--- config.mk ---
export PLATFORM = sky130hd
export DESIGN_NAME = lcd_cmd_core
export DESIGN_NICKNAME = d
export VERILOG_FILES = /design/src/rtl/lcd_cmd_pkg.sv /design/src/rtl/lcd_rst_seq.sv /design/src/rtl/lcd_cmd_decode.sv /design/src/rtl/lcd_addr_ptr.sv /design/src/rtl/lcd_cmd_core.sv
export SDC_FILE = /design/constraint.sdc
export NUM_CORES = 1
export LEC_CHECK = 0
export BUFFER_PORTS_ARGS = -buffer_cell sky130_fd_sc_hd__buf_2
export CORE_ASPECT_RATIO = 1.75
export CORE_MARGIN = 4
export CORE_UTILIZATION = 42
export CTS_BUF_LIST = sky130_fd_sc_hd__clkbuf_4
export CTS_CLUSTER_DIAMETER = 120
export CTS_CLUSTER_SIZE = 14
export DETAILED_ROUTE_END_ITERATION = 16
export PLACE_DENSITY_LB_ADDON = 0.25
export SLEW_MARGIN = 40
export SYNTH_ARGS = -nofsm -noshare
export SYNTH_HDL_FRONTEND = slang
export SYNTH_SLANG_ARGS = --single-unit
--- constraint.sdc ---
create_clock -name clk -period 1.8 [get_ports clk]
set_input_delay 0.09 -clock clk [delete_from_list [all_inputs] [get_ports clk]]
set_output_delay 0.09 -clock clk [all_outputs]
set_load 0.01 [all_outputs]
--- src/rtl/lcd_cmd_pkg.sv ---
package lcd_cmd_pkg;

  typedef enum logic [1:0] {
    MODE_BLANK   = 2'd0,
    MODE_NORMAL  = 2'd1,
    MODE_ALL_ON  = 2'd2,
    MODE_INVERSE = 2'd3
  } disp_mode_e;

  localparam logic [2:0] CTL_PREFIX  = 3'b001;
  localparam logic [4:0] BANK_PREFIX = 5'b01000;

  typedef struct packed {
    logic       pd;
    logic       vert;
    disp_mode_e mode;
  } ctl_t;

endpackage

--- src/rtl/lcd_rst_seq.sv ---
module lcd_rst_seq #(
  parameter int STAGES = 2
) (
  input  logic clk,
  input  logic rst_n,
  output logic ready
);

  logic [STAGES-1:0] sh_q;
  logic [STAGES-1:0] sh_d;

  always_comb begin
    sh_d = {sh_q[STAGES-2:0], 1'b1};
  end

  always_ff @(posedge clk or negedge rst_n) begin
    if (!rst_n) sh_q <= '0;
    else        sh_q <= sh_d;
  end

  assign ready = sh_q[STAGES-1];

endmodule

--- src/rtl/lcd_cmd_decode.sv ---
module lcd_cmd_decode
  import lcd_cmd_pkg::*;
#(
  parameter int COL_MAX  = 100,
  parameter int BANK_MAX = 4,
  localparam int COL_W   = $clog2(COL_MAX + 1),
  localparam int BANK_W  = $clog2(BANK_MAX + 1)
) (
  input  logic              accept,
  input  logic              byte_valid,
  input  logic              byte_is_data,
  input  logic [7:0]        byte_in,
  output logic              do_write,
  output logic              ld_col,
  output logic [COL_W-1:0]  col_val,
  output logic              ld_bank,
  output logic [BANK_W-1:0] bank_val,
  output logic              ld_ctl,
  output ctl_t              ctl_val
);

  logic take;
  logic is_col, is_bank, is_ctl;

  always_comb begin
    take     = accept && byte_valid;
    is_col   = byte_in[7];
    is_bank  = (byte_in[7:3] == BANK_PREFIX);
    is_ctl   = (byte_in[7:5] == CTL_PREFIX);
    do_write = take && byte_is_data;
    ld_col   = take && !byte_is_data && is_col &&
               (int'(byte_in[6:0]) <= COL_MAX);
    ld_bank  = take && !byte_is_data && is_bank &&
               (int'(byte_in[2:0]) <= BANK_MAX);
    ld_ctl   = take && !byte_is_data && is_ctl;
    col_val  = COL_W'(byte_in[6:0]);
    bank_val = BANK_W'(byte_in[2:0]);
    ctl_val.pd   = byte_in[4];
    ctl_val.vert = byte_in[3];
    ctl_val.mode = disp_mode_e'(byte_in[1:0]);
  end

  always_comb begin
    a_excl_r11: assert ($onehot0({do_write, ld_col, ld_bank, ld_ctl}))
      else $error("decode strobes overlap");
  end

endmodule

--- src/rtl/lcd_addr_ptr.sv ---
module lcd_addr_ptr #(
  parameter int COL_MAX  = 100,
  parameter int BANK_MAX = 4,
  localparam int COL_W   = $clog2(COL_MAX + 1),
  localparam int BANK_W  = $clog2(BANK_MAX + 1)
) (
  input  logic              clk,
  input  logic              rst_n,
  input  logic              clr,
  input  logic              ld_col,
  input  logic [COL_W-1:0]  col_val,
  input  logic              ld_bank,
  input  logic [BANK_W-1:0] bank_val,
  input  logic              step,
  input  logic              vert,
  output logic [COL_W-1:0]  col,
  output logic [BANK_W-1:0] bank
);

  localparam logic [COL_W-1:0]  COL_LAST  = COL_W'(COL_MAX);
  localparam logic [BANK_W-1:0] BANK_LAST = BANK_W'(BANK_MAX);

  logic [COL_W-1:0]  col_q, col_d, col_inc;
  logic [BANK_W-1:0] bank_q, bank_d, bank_inc;
  logic              col_wrap, bank_wrap;

  always_comb begin
    col_wrap  = (col_q == COL_LAST);
    bank_wrap = (bank_q == BANK_LAST);
    col_inc   = col_wrap  ? '0 : col_q + COL_W'(1);
    bank_inc  = bank_wrap ? '0 : bank_q + BANK_W'(1);
    col_d     = col_q;
    bank_d    = bank_q;
    if (clr) begin
      col_d  = '0;
      bank_d = '0;
    end else if (ld_col) begin
      col_d = col_val;
    end else if (ld_bank) begin
      bank_d = bank_val;
    end else if (step) begin
      if (!vert) begin
        col_d = col_inc;
        if (col_wrap) bank_d = bank_inc;
      end else begin
        bank_d = bank_inc;
        if (bank_wrap) col_d = col_inc;
      end
    end
  end

  always_ff @(posedge clk or negedge rst_n) begin
    if (!rst_n) begin
      col_q  <= '0;
      bank_q <= '0;
    end else begin
      col_q  <= col_d;
      bank_q <= bank_d;
    end
  end

  assign col  = col_q;
  assign bank = bank_q;

  p_col_range_r6: assert property (@(posedge clk) disable iff (!rst_n)
    int'(col_q) <= COL_MAX);

  p_bank_range_r7: assert property (@(posedge clk) disable iff (!rst_n)
    int'(bank_q) <= BANK_MAX);

  p_hstep_r9: assert property (@(posedge clk) disable iff (!rst_n)
    (step && !clr && !vert && col_q != COL_LAST) |=>
      (int'(col_q) == int'($past(col_q)) + 1) && $stable(bank_q));

  p_vstep_r10: assert property (@(posedge clk) disable iff (!rst_n)
    (step && !clr && vert && bank_q != BANK_LAST) |=>
      (int'(bank_q) == int'($past(bank_q)) + 1) && $stable(col_q));

endmodule

--- src/rtl/lcd_cmd_core.sv ---
module lcd_cmd_core
  import lcd_cmd_pkg::*;
#(
  parameter int COL_MAX    = 100,
  parameter int BANK_MAX   = 4,
  parameter int RST_STAGES = 2,
  localparam int COL_W     = $clog2(COL_MAX + 1),
  localparam int BANK_W    = $clog2(BANK_MAX + 1)
) (
  input  logic              clk,
  input  logic              rst_n,
  input  logic              byte_valid,
  input  logic              byte_is_data,
  input  logic [7:0]        byte_in,
  output logic [1:0]        disp_mode,
  output logic              pwr_down,
  output logic              bias_en,
  output logic              osc_en,
  output logic              wr_en,
  output logic [COL_W-1:0]  wr_col,
  output logic [BANK_W-1:0] wr_bank,
  output logic [7:0]        wr_data
);

  logic              ready;
  logic              do_write, ld_col, ld_bank, ld_ctl;
  logic [COL_W-1:0]  col_val, col;
  logic [BANK_W-1:0] bank_val, bank;
  ctl_t              ctl_val, ctl_q, ctl_d;
  logic              wr_en_d;

  lcd_rst_seq #(.STAGES(RST_STAGES)) u_rst (
    .clk   (clk),
    .rst_n (rst_n),
    .ready (ready)
  );

  lcd_cmd_decode #(.COL_MAX(COL_MAX), .BANK_MAX(BANK_MAX)) u_dec (
    .accept       (ready),
    .byte_valid   (byte_valid),
    .byte_is_data (byte_is_data),
    .byte_in      (byte_in),
    .do_write     (do_write),
    .ld_col       (ld_col),
    .col_val      (col_val),
    .ld_bank      (ld_bank),
    .bank_val     (bank_val),
    .ld_ctl       (ld_ctl),
    .ctl_val      (ctl_val)
  );

  lcd_addr_ptr #(.COL_MAX(COL_MAX), .BANK_MAX(BANK_MAX)) u_ptr (
    .clk      (clk),
    .rst_n    (rst_n),
    .clr      (!ready),
    .ld_col   (ld_col),
    .col_val  (col_val),
    .ld_bank  (ld_bank),
    .bank_val (bank_val),
    .step     (do_write),
    .vert     (ctl_q.vert),
    .col      (col),
    .bank     (bank)
  );

  always_comb begin
    ctl_d = ctl_q;
    if (!ready) begin
      ctl_d.pd   = 1'b1;
      ctl_d.vert = 1'b0;
      ctl_d.mode = MODE_BLANK;
    end else if (ld_ctl) begin
      ctl_d = ctl_val;
    end
    wr_en_d = do_write;
  end

  always_ff @(posedge clk or negedge rst_n) begin
    if (!rst_n) begin
      ctl_q.pd   <= 1'b1;
      ctl_q.vert <= 1'b0;
      ctl_q.mode <= MODE_BLANK;
      wr_en      <= 1'b0;
    end else begin
      ctl_q <= ctl_d;
      wr_en <= wr_en_d;
    end
  end

  always_ff @(posedge clk or negedge rst_n) begin
    if (!rst_n) begin
      wr_col  <= '0;
      wr_bank <= '0;
      wr_data <= '0;
    end else if (do_write) begin
      wr_col  <= col;
      wr_bank <= bank;
      wr_data <= byte_in;
    end
  end

  assign disp_mode = ctl_q.mode;
  assign pwr_down  = ctl_q.pd;
  assign bias_en   = !ctl_q.pd;
  assign osc_en    = !ctl_q.pd;

  p_pd_on_release_r2: assert property (@(posedge clk) disable iff (!rst_n)
    $rose(ready) |-> pwr_down && col == '0 && bank == '0);

  p_no_early_write_r1: assert property (@(posedge clk) disable iff (!rst_n)
    wr_en |-> $past(ready));

  p_write_in_pd_r5: assert property (@(posedge clk) disable iff (!rst_n)
    (ready && byte_valid && byte_is_data && pwr_down) |=> wr_en);

  p_bad_col_r6: assert property (@(posedge clk) disable iff (!rst_n)
    (ready && byte_valid && !byte_is_data && byte_in[7] &&
     int'(byte_in[6:0]) > COL_MAX) |=> $stable(col));

  p_bad_bank_r7: assert property (@(posedge clk) disable iff (!rst_n)
    (ready && byte_valid && !byte_is_data && byte_in[7:3] == BANK_PREFIX &&
     int'(byte_in[2:0]) > BANK_MAX) |=> $stable(bank));

endmodule

==> run summary <==
# DRC: 0
nets: 249
# fillers: 407
final critical-path required period: 1.73 ns
vias: 1515
maximum VDD drop: 609 µV
Final HPWL DP: 3160 µm
fraction of power spent switching nets: 26.0%
post-place setup slack: 0.0691 ns
asr flop ratio synth: 100%
ranking of synthesized cells by area: dfrtp_1 50%, nand2_1 11%, o21ai_0 4.4%, ha_1 2.9%, mux2i_1 2.3%
CTS tree: yes
Syn Inst Count: 182
CTS buffer count: 5
crit path max fanout: 6
vias in the first global route: 1516
share of layout cells above drive strength 1: 29.1%
Post-synth top cells: 51 x nand2_1, 34 x dfrtp_1, 15 x o21ai_0
most frequent cell after synthesis: nand2_1
NetSw: 426 µW
Logic pwr share: 13.8%
Root Buffer: clkbuf_4
syn nets: 198
final WL: 4220 µm
RSZ-0062 raised after global routing: yes
row cnt: 30
GRT overflow: 0
clk sinks: 35
internal power: 1.21 mW
Clock Power Share: 33.6%
Die W: 56.2 µm
Final Setup Violations: 0
Setup Crit Path Kind: flip-flop to flip-flop
clk_skew: 0.0123 ns
most area-hungry cell type in the Yosys netlist: dfrtp_1
Leak: 1.09 nW
Reg power frac: 52.6%
die area: 0.00518 mm²
status: completed
Yosys top cell area share: 49.9%
max_cap viols: 0
CTS HTree Levels: 2
Avg Inst Size Synth: 9.37 µm²
Yosys reg bits: 35
Routability Congestion: 0.881
ys flop type: dfrtp_1
WL per Instance: 15.0 µm
CP Launch Type: flip-flop
synthesis-to-finish area growth: 25.8%
Final Max Slew Viols: 0
fmax: 578 MHz
hold_ws: 0.0202 ns
total track usage: 17.9%
Synth warnings: 0
initial cell density of the core: 43.7%
Final Hold Vio Count: 0
Clock Tree Buf Depth: 2
largest net degree at the start of global routing: 36
Crit path arrival time: 1.98 ns
Finished Layout Cells: 282
number of flops mapped to enable cells by yosys: 0
n_diodes: 0
Crit. End Element: flip-flop
path category of the worst min-delay check: primary input to flip-flop
Port-buffer cells: 35
1st-pass router iterations: 5
latest clock arrival within the worst-skew pair: 0.34 ns
Placed Cells: 270
DR iter-0 viols: 33
initial antenna violation count: 0
clock slew at reported path FFs: 0.11 ns
routed vias/inst: 5.37
I/O pin total: 36
Setup Buffers After CTS: 0
period utilisation layout: 96.2%
Worst Setup Slack, final: 0.0688 ns
register area share after synthesis: 51.4%
Worst EP required: 2.05 ns
Core Box Area: 0.00390 mm²
first-pass GRT wire length: 7270 µm
Cell Area, Synth: 0.00171 mm²
Final ANT Viol Nets: 0
unique cell type count in the Yosys netlist: 46
die height: 92.3 µm
Power per Cell Area: 762 mW/mm²
-- flip-flops by register name (all words and copies together) (netlist names), 2 cells and up --
register	cells
u_ptr.col	7
u_ptr.bank	3
wr_data	8
disp_mode	2
wr_bank	3
u_rst.sh_q	2
wr_col	7
-- routing by layer --
layer / up-vias / GRT usage (%) / part of all wire [%]
met5: - / 0 / 0
met1: 715 / 20.5 / 38
met4: 0 / 9.70 / 3.5
met2: 47 / 30.3 / 53
li1: 738 / - / -
met3: 15 / 4.18 / 5.3
-- power by group through the flow --
stage / combinational (mW) / sequential [mW] / clock [mW]
floorplan: 0.0800 / 0.894 / 0
global placement: 0.213 / 0.872 / 0
detailed placement: 0.214 / 0.876 / 0
CTS: 0.222 / 0.860 / 0.569
global route: 0.250 / 0.868 / 0.616
finish: 0.225 / 0.860 / 0.550
-- cell families (layout without fill, tap and decap cells) --
kind of cell	count (synthesis)	in the layout	synth area share [%]
AO/OA/AOI/OAI	39	39	15.0
buffers and inverters	17	69	4.47
flip-flops	35	35	51.4
adder cells (fa/ha/maj)	4	4	2.93
other	1	1	0.220
XOR/XNOR	1	1	0.514
AND/OR/NAND/NOR	81	81	23.0
multiplexers	4	4	2.35
-- layout make-up --
class | instances | area [µm²] | share of cell area, %
Clock buffer | 5 | 37.5 | 1.75
Sequential cell | 35 | 877 | 40.9
Multi-Input combinational cell | 130 | 783 | 36.5
Timing Repair Buffer | 52 | 315 | 14.7
Tap cell | 48 | 60.1 | 2.80
Clock inverter | 3 | 38.8 | 1.81
Inverter | 9 | 33.8 | 1.57
-- metrics by stage --
stage / area [µm²] / total power [mW] / TNS [ns] / utilization [%]
2_1_floorplan: 1710 / 0.974 / 0 / -
3_3_place_gp: 2000 / 1.08 / 0 / 51.1
3_5_place_dp: 2000 / 1.09 / 0 / 51.1
4_1_cts: 2110 / 1.65 / 0 / 54.1
5_1_grt: 2150 / 1.73 / -0.00565 / 55.0
6_report: 2150 / 1.63 / 0 / 55.0
-- worst paths after layout --
| kind | slack (ns) | from | end | cells past startpoint |
|---|---|---|---|---|
| min in group asynchronous | 0.23 | rst_n | u_ptr.col[1] | 2 |
| min reg2reg | 0.36 | u_rst.sh_q[0] | u_rst.sh_q[1] | 0 |
| max reg2reg | 0.07 | u_ptr.col[3] | u_ptr.bank[2] | 4 |
| min | 0.02 | byte_in[0] | wr_data[0] | 3 |
| max in group asynchronous | 1.25 | rst_n | pwr_down | 2 |
| max | 0.07 | u_ptr.col[3] | u_ptr.bank[2] | 4 |
-- timing repair --
action / in CTS / in global routing
hold buffers: 4 / 0
resized for setup: 0 / 7
endpoints found under the hold margin: 38 / 0
setup endpoints to repair: 0 / 5
-- worst max-delay path, stage by stage, from the launching register on --
cell and delay (ns):
dfrtp_1 0.40, and4bb_4 0.41, a21oi_2 0.10, or4b_1 0.48
a311oi_2 0.24
-- layout by cell type (no fill, tap or decap), types with 4 or more instances in the layout --
| cell type | instances |
|---|---|
| nand2_1 | 51 |
| dfrtp_1 | 34 |
| buf_2 | 34 |
| o21ai_0 | 15 |
| buf_4 | 14 |
| inv_1 | 7 |
| nor2_1 | 6 |
| a21oi_1 | 5 |
| clkbuf_4 | 5 |
| mux2i_1 | 4 |
| ha_1 | 4 |
| dlygate4sd3_1 | 4 |
No activity file was read; power rests on OpenSTA's default activity.
